File: config.mk
export PLATFORM = sky130hd
export DESIGN_NAME = fill_shift_unit
export DESIGN_NICKNAME = d
export VERILOG_FILES = /design/src/rtl/fill_shift_pkg.sv /design/src/rtl/fill_shift_trigger.sv /design/src/rtl/fill_shift_range.sv /design/src/rtl/fill_shift_lane.sv /design/src/rtl/fill_shift_unit.sv
export SDC_FILE = /design/constraint.sdc
export NUM_CORES = 1
export LEC_CHECK = 0
export CAP_MARGIN = 5
export CORE_MARGIN = 3
export CORE_UTILIZATION = 25
export DETAILED_ROUTE_END_ITERATION = 16
export DONT_BUFFER_PORTS = 1
export PLACE_DENSITY = 0.44
export SETUP_SLACK_MARGIN = 0.05
export SYNTH_ARGS = -nofsm -noshare
export SYNTH_HDL_FRONTEND = slang
export SYNTH_HIERARCHICAL = 1
export SYNTH_SLANG_ARGS = --single-unit
File: constraint.sdc
create_clock -name clk -period 3.9 [get_ports clk]
set_input_delay 0.195 -clock clk [delete_from_list [all_inputs] [get_ports clk]]
set_output_delay 0.195 -clock clk [all_outputs]
set_load 0.01 [all_outputs]
File: src/rtl/fill_shift_pkg.sv
`timescale 1ns/1ps
// Package fill_shift_pkg
// Shared sizes for the fill-and-carry shift unit. Assumes the narrow
// width divides evenly into the full width and both are powers of two.
package fill_shift_pkg;
    localparam int FS_DATA_W   = 32;
    localparam int FS_NARROW_W = 16;
    localparam int FS_CNT_W    = $clog2(FS_DATA_W) + 1;
    localparam int FS_N_LANES  = 2;
endpackage

File: src/rtl/fill_shift_trigger.sv
`timescale 1ns/1ps
// Module fill_shift_trigger
// Turns the raw enable into a one-cycle shift request. In level mode
// the request follows the enable; in pulse mode it is raised only in
// the cycle where the enable rises. Assumes enable is synchronous.
module fill_shift_trigger (
    input  logic clk,
    input  logic rst_n,
    input  logic edge_mode,
    input  logic shift_en,
    output logic fire
);
    logic en_prev;

    // Remember last cycle's enable for rising-edge detection.
    always_ff @(posedge clk) begin
        if (!rst_n) begin
            en_prev <= 1'b0;
        end else begin
            en_prev <= shift_en;
        end
    end

    // Select level or rising-edge request.
    always_comb begin
        if (edge_mode) begin
            fire = shift_en & ~en_prev;
        end else begin
            fire = shift_en;
        end
    end
endmodule

File: src/rtl/fill_shift_range.sv
`timescale 1ns/1ps
// Module fill_shift_range
// Decides whether a shift count is legal for the chosen width: it must
// be at least one and at most the active width. Purely combinational.
module fill_shift_range #(
    parameter int DATA_W   = fill_shift_pkg::FS_DATA_W,
    parameter int NARROW_W = fill_shift_pkg::FS_NARROW_W,
    parameter int CNT_W    = fill_shift_pkg::FS_CNT_W
) (
    input  logic             wide,
    input  logic [CNT_W-1:0] cnt,
    output logic             cnt_ok
);
    localparam logic [CNT_W-1:0] LIM_WIDE   = CNT_W'(DATA_W);
    localparam logic [CNT_W-1:0] LIM_NARROW = CNT_W'(NARROW_W);

    logic [CNT_W-1:0] limit;

    // Pick the limit and compare the count against both ends.
    always_comb begin
        limit  = wide ? LIM_WIDE : LIM_NARROW;
        cnt_ok = (cnt != '0) && (cnt <= limit);
    end
endmodule

File: src/rtl/fill_shift_lane.sv
`timescale 1ns/1ps
// Module fill_shift_lane
// Shifts a LANE_W-bit slice up by cnt, filling vacated bits with the
// fill bit, and reports the bit leaving the top last (old bit
// LANE_W-cnt). Output is only meaningful for 1 <= cnt <= LANE_W; the
// caller guards it with the range check.
module fill_shift_lane #(
    parameter int LANE_W = fill_shift_pkg::FS_NARROW_W,
    parameter int CNT_W  = fill_shift_pkg::FS_CNT_W
) (
    input  logic [LANE_W-1:0] din,
    input  logic [CNT_W-1:0]  cnt,
    input  logic              fill,
    output logic [LANE_W-1:0] dout,
    output logic              carry
);
    localparam int IDX_W = $clog2(LANE_W);

    // Per-bit source select: fill below cnt, shifted data above.
    always_comb begin
        for (int i = 0; i < LANE_W; i++) begin
            int src;
            src = i - int'(cnt);
            if (src < 0) begin
                dout[i] = fill;
            end else begin
                dout[i] = din[IDX_W'(src)];
            end
        end
    end

    // Carry is the old bit at LANE_W - cnt when that index is in range.
    always_comb begin
        int ci;
        ci = LANE_W - int'(cnt);
        if (ci >= 0 && ci < LANE_W) begin
            carry = din[IDX_W'(ci)];
        end else begin
            carry = 1'b0;
        end
    end
endmodule

File: src/rtl/fill_shift_unit.sv
`timescale 1ns/1ps
// Module fill_shift_unit
// Top of the fill-and-carry left shift register. Holds a DATA_W word,
// loads it synchronously, and on a triggered shift moves either the
// low NARROW_W bits or the whole word up by shift_cnt. Illegal counts
// set count_err and block the shift. Reset is synchronous, active low.
module fill_shift_unit #(
    parameter int DATA_W   = fill_shift_pkg::FS_DATA_W,
    parameter int NARROW_W = fill_shift_pkg::FS_NARROW_W,
    parameter int CNT_W    = fill_shift_pkg::FS_CNT_W
) (
    input  logic              clk,
    input  logic              rst_n,
    input  logic              load_en,
    input  logic [DATA_W-1:0] load_data,
    input  logic              wide,
    input  logic              edge_mode,
    input  logic              shift_en,
    input  logic [CNT_W-1:0]  shift_cnt,
    input  logic              fill_bit,
    output logic [DATA_W-1:0] data_q,
    output logic              carry_out,
    output logic              count_err
);
    localparam int N_LANES = fill_shift_pkg::FS_N_LANES;

    logic              fire;
    logic              cnt_ok;
    logic [DATA_W-1:0] lane_word  [N_LANES];
    logic              lane_carry [N_LANES];
    logic [DATA_W-1:0] next_word;
    logic              next_carry;
    logic [DATA_W-1:0] word_r;
    logic              carry_r;
    logic              err_r;

    fill_shift_trigger u_trig (
        .clk       (clk),
        .rst_n     (rst_n),
        .edge_mode (edge_mode),
        .shift_en  (shift_en),
        .fire      (fire)
    );

    fill_shift_range #(
        .DATA_W   (DATA_W),
        .NARROW_W (NARROW_W),
        .CNT_W    (CNT_W)
    ) u_range (
        .wide   (wide),
        .cnt    (shift_cnt),
        .cnt_ok (cnt_ok)
    );

    // One shifter per supported width; lane 0 is narrow, lane 1 full.
    for (genvar g = 0; g < N_LANES; g++) begin : g_lane
        localparam int LW = (g == 0) ? NARROW_W : DATA_W;
        logic [LW-1:0] lane_out;
        logic          lane_c;

        fill_shift_lane #(
            .LANE_W (LW),
            .CNT_W  (CNT_W)
        ) u_lane (
            .din   (word_r[LW-1:0]),
            .cnt   (shift_cnt),
            .fill  (fill_bit),
            .dout  (lane_out),
            .carry (lane_c)
        );

        if (LW < DATA_W) begin : g_pad
            assign lane_word[g] = {word_r[DATA_W-1:LW], lane_out};
        end else begin : g_full
            assign lane_word[g] = lane_out;
        end
        assign lane_carry[g] = lane_c;
    end

    // Choose the lane result matching the width select.
    always_comb begin
        next_word  = wide ? lane_word[1]  : lane_word[0];
        next_carry = wide ? lane_carry[1] : lane_carry[0];
    end

    // Register update: load first, then a legal shift, then error capture.
    always_ff @(posedge clk) begin
        if (!rst_n) begin
            word_r  <= '0;
            carry_r <= 1'b0;
            err_r   <= 1'b0;
        end else if (load_en) begin
            word_r <= load_data;
        end else if (fire) begin
            if (cnt_ok) begin
                word_r  <= next_word;
                carry_r <= next_carry;
                err_r   <= 1'b0;
            end else begin
                err_r <= 1'b1;
            end
        end
    end

    assign data_q    = word_r;
    assign carry_out = carry_r;
    assign count_err = err_r;
endmodule

==> load_flow_metrics.sql, run 1 <==
INSERT INTO impl_metrics (metric_group, metric, value, unit) VALUES
('place', 'port_buffers', '0', ''),
('clock_tree', 'cts_setup_buffers', '0', ''),
('critical_path', 'worstSetupPathDepth', '11', ''),
('global_routing', 'grt_start_max_net_pins', '76', ''),
('final_layout', 'insertedDiodeCount', '0', ''),
('critical_path', 'critical_path.top_delay_family', 'multiplexers', ''),
('power_and_ir_drop', 'cellLeakagePower', '3.15', 'nW'),
('clock_tree', 'hold_buffers_post_cts', '0', ''),
('global_routing', 'grt_first_pass_wirelength', '44300', 'µm'),
('clock_tree', 'cts_max_path_buffers', '2', ''),
('timing', 'setup_ws', '1020', 'ps'),
('detailed_routing', 'drc', '0', ''),
('clock_tree', 'htree_num_levels', '2', ''),
('synthesis', 'yosys.cell_types.count', '75', ''),
('global_routing', 'via_count_of_the_first_global_routing_pass', '6781', ''),
('final_layout', 'seqCellArea', '701', 'µm²'),
('detailed_routing', 'post_drt_via_cell_ratio', '5.76', ''),
('synthesis', 'synth.yosys.warnings', '6', ''),
('critical_path', 'cp_max_fo', '69', ''),
('place', 'routability_congestion_estimate_from_global_placement', '0.876', ''),
('timing', 'unrepaired_setup_endpoints_after_global_routing', 'no', ''),
('critical_path', 'rrSetupSlack', '1030', 'ps'),
('place', 'dpl_worst_slack', '762', 'ps'),
('synthesis', 'postSynth.topFlopCell', 'dfxtp_1', ''),
('timing', 'setup_viol', '0', ''),
('clock_tree', 'clk_pin_slew_worst_paths', '60', 'ps'),
('timing', 'timing.clock.skew', '4.62', 'ps'),
('critical_path', 'cell_type_of_the_slowest_stage_on_the_worst_timing_path', 'mux4_1', ''),
('timing', 'max_slew_margin', '0.389', ''),
('die', 'dieArea', '0.0319', 'mm²'),
('critical_path', 'cp_num_buf_inv', '2', ''),
('critical_path', 'register_to_register_path_depth', '9', ''),
('die', 'num_io_pins', '79', ''),
('synthesis', 'synthArstFlopShare', '0', ''),
('synthesis', 'post_synth.cell_area_avg', '8.65', 'µm²'),
('clock_tree', 'cts_root_buf', 'clkbuf_16', ''),
('critical_path', 'critical_path.cell_chain', 'inv_1 > ha_1 > xor2_4 > buf_4 > mux4_1 > a21oi_1 > o31ai_1 > o2bb2ai_1 > mux2i_1 > nand2_1 > o211a_1', ''),
('synthesis', 'synth-seq-cells', '35', ''),
('power_and_ir_drop', 'power_density', '242', 'mW/mm²'),
('die', 'die_width', '179', 'µm'),
('detailed_routing', 'wl_per_cell', '24.2', 'µm'),
('timing', 'setup-tns-final', '0', 'ps'),
('synthesis', 'syn-cell-area', '0.00745', 'mm²'),
('synthesis', 'synth-seq-area-share', '0.0941', ''),
('final_layout', 'layout.filler_cells', '3170', ''),
('timing', 'finalWorstPathRequiredPeriod', '2880', 'ps'),
('critical_path', 'endpoint_kind', 'register', ''),
('critical_path', 'timing.critical_path.from', 'shift_cnt[1]', ''),
('die', 'placementRows', '62', ''),
('power_and_ir_drop', 'ir_worst_vdd', '0.000188', 'V'),
('detailed_routing', 'vias', '6961', ''),
('hold_path', 'timing.hold.worst.class', 'primary input to register', ''),
('synthesis', 'synth_enable_flop_cells', '0', ''),
('final_layout', 'area_delta_synth_final', '5.36', '%'),
('critical_path', 'arrival', '3060', 'ps'),
('hold_path', 'hold_path_startpoint', 'shift_en', ''),
('detailed_routing', 'final_antenna_net_count', '0', ''),
('clock_tree', 'cts_tree', 'built', ''),
('synthesis', 'synthCells', '861', ''),
('die', 'chipHeight', '179', 'µm'),
('final_layout', 'layout-drive-gt1-share', '0.173', ''),
('critical_path', 'worst_setup_path_endpoint', 'carry_out', ''),
('final_layout', 'multi_input_gate_area', '0.00625', 'mm²'),
('timing', 'period_share', '0.739', ''),
('synthesis', 'synthesis.nets', '933', ''),
('die', 'floorplan.initialDensity', '0.257', ''),
('timing', 'slew_viol_final', '0', ''),
('die', 'fp.coreArea', '0.0290', 'mm²'),
('run_status', 'result_of_the_run', 'finished clean', ''),
('critical_path', 'timing.critical_path.required', '4080', 'ps'),
('place', 'detailed_place.area', '0.00769', 'mm²');
==> power breakdown <==
| part | total (W) | internal [W] | switching, W |
|---|---|---|---|
| registers | 0.000484 | 0.000385 | 0.0000995 |
| clock network | 0.000437 | 0.000272 | 0.000164 |
| logic | 0.000980 | 0.000457 | 0.000523 |
| total | 0.00190 | 0.00111 | 0.000787 |
==> cell families after synthesis <==
| family | Yosys count | synth area share |
|---|---|---|
| compound gates | 240 | 0.212 |
| xor+xnor | 21 | 0.0333 |
| fa+ha+maj | 27 | 0.0453 |
| buf+inv | 88 | 0.0667 |
| flops | 35 | 0.0941 |
| mux | 220 | 0.414 |
| simple gates | 230 | 0.135 |
==> worst min-delay path by stage <==
| stage | to | slack, ps | depth (start not counted) |
|---|---|---|---|
| after CTS | u_trig/en_prev | 20 | 1 |
| final | u_trig/en_prev | 30 | 1 |
| after floorplan | u_trig/en_prev | 320 | 1 |
| after global routing | carry_out | 40 | 1 |
| after global placement | u_trig/en_prev | 320 | 1 |
| after detailed placement | u_trig/en_prev | 320 | 1 |
==> state kept, by name, summed over array words and instances, names as in the netlist <==
register	cells
data_q	32
carry_out	1
count_err	1
u_trig/en_prev	1
==> metrics by stage <==
stage	hold slack (ps)	util	total power (W)	std cells
2_1_floorplan	317	-	0.00126	861
3_3_place_gp	320	0.265	0.00146	1201
3_5_place_dp	320	0.265	0.00146	1201
4_1_cts	23.6	0.271	0.00190	1209
5_1_grt	36.7	0.271	0.00202	1209
6_report	27.4	0.271	0.00190	1209
==> Yosys cell counts (5+ instances only) <==
cell	n	area share
clkbuf_1	28	0.014
o21ai_0	44	0.030
buf_2	19	0.013
buf_6	10	0.015
nor2_1	49	0.025
buf_4	5	0.0050
a211o_1	18	0.021
inv_1	15	0.0076
o21ai_1	12	0.0081
dfxtp_1	35	0.094
a21boi_2	11	0.017
mux2_2	22	0.033
xnor2_1	11	0.013
nand2_1	120	0.060
mux4_1	9	0.032
nor2b_1	8	0.0067
o31ai_1	7	0.0071
nor3_1	8	0.0054
a31oi_1	8	0.0067
a21boi_0	9	0.0091
a21oi_1	80	0.054
o211ai_1	7	0.0071
xnor2_2	5	0.011
mux4_2	56	0.17
mux2i_1	129	0.17
ha_1	27	0.045
nand3_1	17	0.011
a21o_1	7	0.0071
==> cell type report <==
| cell class | instances | share of cell area |
|---|---|---|
| tap | 384 | 0.0612 |
| multi-input combinational | 738 | 0.797 |
| inverter | 19 | 0.00909 |
| timing repair buffer | 25 | 0.0239 |
| clock buffer | 8 | 0.0199 |
| sequential | 35 | 0.0893 |
==> routing by layer <==
metal	track usage	part of all wire
met3	0.0330	0.072
met5	0	0
met2	0.291	0.47
met1	0.249	0.43
met4	0.0503	0.026
==> cells in the final DEF, fill, tap and decap left out, types with 7 or more instances in the layout <==
master and instances:
a211o_1 18, a21boi_0 9, a21boi_2 11, a21o_1 7
a21oi_1 80, a31oi_1 8, buf_4 25, dfxtp_1 35
ha_1 27, inv_1 15, mux2_2 22, mux2i_1 129
mux4_1 9, mux4_2 56, nand2_1 120, nand3_1 17
nor2_1 49, nor2b_1 8, nor3_1 8, o211ai_1 7
o21ai_0 44, o21ai_1 12, o31ai_1 7, xnor2_1 11
No activity file was read; power rests on OpenSTA's default activity.
==> run 2: changes to the inputs <==
--- a/config.mk
+++ b/config.mk
@@ -10,7 +10,7 @@
 export CORE_UTILIZATION = 25
 export DETAILED_ROUTE_END_ITERATION = 16
 export DONT_BUFFER_PORTS = 1
-export PLACE_DENSITY = 0.44
+export PLACE_DENSITY = 0.46
 export SETUP_SLACK_MARGIN = 0.05
 export SYNTH_ARGS = -nofsm -noshare
 export SYNTH_HDL_FRONTEND = slang
==> constraint.sdc (replaced) <==
create_clock -name clk -period 2.5 [get_ports clk]
set_input_delay 0.125 -clock clk [delete_from_list [all_inputs] [get_ports clk]]
set_output_delay 0.125 -clock clk [all_outputs]
set_load 0.01 [all_outputs]
==> run 2 against run 1 <==
Effect of this change:
- the flow now finishes with violations (negative hold slack)
- setup slack worse by 900 ps
- sequential share of layout area is 1.0 points lower
- combinational power is 96% higher
- global-route usage is 0.097 points higher
- critical path depth stayed put
- sequential cell count stayed put
- register-to-register slack worse by 910 ps
- worst hold slack worse by 48 ps
- highest routed layer unchanged
==> load_flow_metrics.sql, run 2 (synthesis results as in run 1) <==
INSERT INTO impl_metrics (metric_group, metric, value, unit) VALUES
('clock_tree', 'htree_num_levels', '2', ''),
('place', 'dpl.hpwl', '22400', 'µm'),
('die', 'dieArea', '0.0319', 'mm²'),
('final_layout', 'insertedDiodeCount', '0', ''),
('final_layout', 'area_delta_synth_final', '22.6', '%'),
('critical_path', 'arrival', '2560', 'ps'),
('detailed_routing', 'drc', '0', ''),
('timing', 'max_slew_margin', '0.573', ''),
('flow_run', 'drv.max_cap_violation_count', '0', ''),
('critical_path', 'cell_type_of_the_slowest_stage_on_the_worst_timing_path', 'mux4_2', ''),
('die', 'die_width', '179', 'µm'),
('timing', 'slew_viol_final', '0', ''),
('critical_path', 'critical_path.cell_chain', 'inv_8 > ha_1 > and2b_1 > xnor2_4 > mux4_2 > nand2_1 > o31ai_1 > o2bb2ai_2 > mux2i_2 > nand2_1 > o211a_1', ''),
('clock_tree', 'cts_root_buf', 'clkbuf_16', ''),
('timing', 'fmax', '0.420', 'GHz'),
('place', 'routability_congestion_estimate_from_global_placement', '0.920', ''),
('final_layout', 'flip_flop_count_of_the_largest_register_after_layout', '32', ''),
('detailed_routing', 'post_drt_via_cell_ratio', '5.52', ''),
('clock_tree', 'tritoncts.num_buffers', '5', ''),
('global_routing', 'grt_start_max_net_pins', '76', ''),
('critical_path', 'critical-path-max-stage-delay', '590', 'ps'),
('die', 'fp.coreArea', '0.0290', 'mm²'),
('power_and_ir_drop', 'ir_worst_vdd', '0.000238', 'V'),
('timing', 'setup_ws', '117', 'ps'),
('critical_path', 'cp_max_fo', '69', ''),
('run_status', 'violations', 'negative hold slack', ''),
('clock_tree', 'clk_pin_slew_worst_paths', '60', 'ps'),
('timing', 'unrepaired_setup_endpoints_after_global_routing', 'yes', ''),
('critical_path', 'timing.critical_path.required', '2680', 'ps'),
('timing', 'hold-worst-slack', '-20.2', 'ps'),
('clock_tree', 'clock_sinks', '35', ''),
('timing', 'finalWorstPathRequiredPeriod', '2380', 'ps'),
('critical_path', 'setup.worst_path.start_class', 'primary input', ''),
('clock_tree', 'cts_setup_buffers', '0', ''),
('final_layout', 'seqCellArea', '723', 'µm²'),
('final_layout', 'finalNetCount', '1017', ''),
('global_routing', 'via_count_of_the_first_global_routing_pass', '7090', ''),
('critical_path', 'critPathKind', 'primary input to register', ''),
('final_layout', 'final_common_cell', 'mux2i_1', ''),
('detailed_routing', 'final_antenna_net_count', '0', ''),
('clock_tree', 'cts_max_path_buffers', '2', ''),
('global_routing', 'grt_first_pass_wirelength', '44300', 'µm'),
('final_layout', 'design_area', '0.00913', 'mm²'),
('place', 'detailed_place.area', '0.00864', 'mm²'),
('place', 'port_buffers', '0', ''),
('final_layout', 'layout.filler_cells', '3116', ''),
('timing', 'period_share', '0.953', ''),
('run_status', 'result_of_the_run', 'complete, but fails checks', ''),
('detailed_routing', 'initialDrtViolationCount', '645', ''),
('critical_path', 'rrSetupSlack', '120', 'ps'),
('detailed_routing', 'detail_route.wirelength', '29800', 'µm'),
('die', 'floorplan.initialDensity', '0.257', ''),
('power_and_ir_drop', 'cellLeakagePower', '3.80', 'nW'),
('die', 'placementRows', '62', ''),
('timing', 'hold_viol', '9', ''),
('final_layout', 'layout-drive-gt1-share', '0.283', ''),
('timing', 'setup_viol', '0', ''),
('critical_path', 'endpoint_kind', 'register', ''),
('final_layout', 'mostFrequentLayoutCells', 'mux2i_1, nand2_1, buf_4', ''),
('clock_tree', 'cts_tree', 'built', ''),
('clock_tree', 'clock_insertion_delay_worst_skew', '290', 'ps'),
('critical_path', 'timing.critical_path.mode_cell', 'nand2_1', ''),
('timing', 'timing.clock.skew', '8.45', 'ps'),
('timing', 'timing_worst_slew_pin_value', '633', 'ps'),
('global_routing', 'grt-ovfl-total', '0', ''),
('hold_path', 'timing.hold.worst.class', 'primary input to register', ''),
('final_layout', 'multi_input_gate_area', '0.00637', 'mm²'),
('global_routing', 'grt_antenna_before_repair', '0', ''),
('detailed_routing', 'wl_per_cell', '22.4', 'µm'),
('power_and_ir_drop', 'power_density', '359', 'mW/mm²'),
('place', 'dpl_worst_slack', '-188', 'ps'),
('detailed_routing', 'vias', '7338', ''),
('die', 'num_io_pins', '79', ''),
('final_layout', 'final_util', '0.315', ''),
('global_routing', 'grt_usage', '0.182', ''),
('die', 'chipHeight', '179', 'µm'),
('detailed_routing', 'detailedRoute.firstPassIterationCount', '5', '');
## run 2: final cells by class
class                           instances  area share
Tap cell                              384      0.0526
Timing Repair Buffer                  146       0.143
Clock buffer                            8      0.0171
Sequential cell                        35      0.0792
Multi-Input combinational cell        738       0.698
Inverter                               19      0.0103
## run 2: worst max-delay path, delay by kind of cell
family	cells	cell delay (ps)
xor+xnor	1	190
mux	2	890
buf+inv	1	90
compound gates	3	370
simple gates	3	520
fa+ha+maj	1	290
## run 2: final timing paths
kind,depth (start not counted),from,end
setup / recovery,11,shift_cnt[1],carry_out
setup reg to reg,10,data_q[6],data_q[25]
hold / removal,2,load_data[3],data_q[3]
hold reg to reg,2,data_q[30],data_q[30]
## run 2: per-stage QoR
| step | hold slack, ps | total power, W | instances | setup TNS (ps) |
|---|---|---|---|---|
| detailed placement | 252 | 0.00254 | 1297 | -716 |
| global route | -1.85 | 0.00346 | 1330 | -0.866 |
| global placement | 251 | 0.00254 | 1297 | -733 |
| CTS | -34.8 | 0.00326 | 1327 | 0 |
| finish | -20.2 | 0.00328 | 1330 | 0 |
| floorplan | 247 | 0.00200 | 861 | -758 |
## run 2: report_power, final
part | switching, W | total [W] | leakage (nW) | internal, W
logic | 0.000950 | 0.00192 | 3.43 | 0.000966
clock network | 0.000244 | 0.000669 | 0.0772 | 0.000425
registers | 0.0000920 | 0.000695 | 0.295 | 0.000603
## run 2: layer usage
metal / vias to the layer above / track usage / part of all wire
met4: 0 / 0.0737 / 0.038
met1: 3578 / 0.249 / 0.43
li1: 3447 / - / -
met2: 256 / 0.287 / 0.47
met5: - / 0 / 0
met3: 57 / 0.0268 / 0.066
## run 2: what timing repair did
item	4_1_cts	5_1_grt
hold endpoints to repair	32	12
resized for setup	11	18
pin swaps	0	1
hold buffers	22	3
setup endpoints to repair	14	11
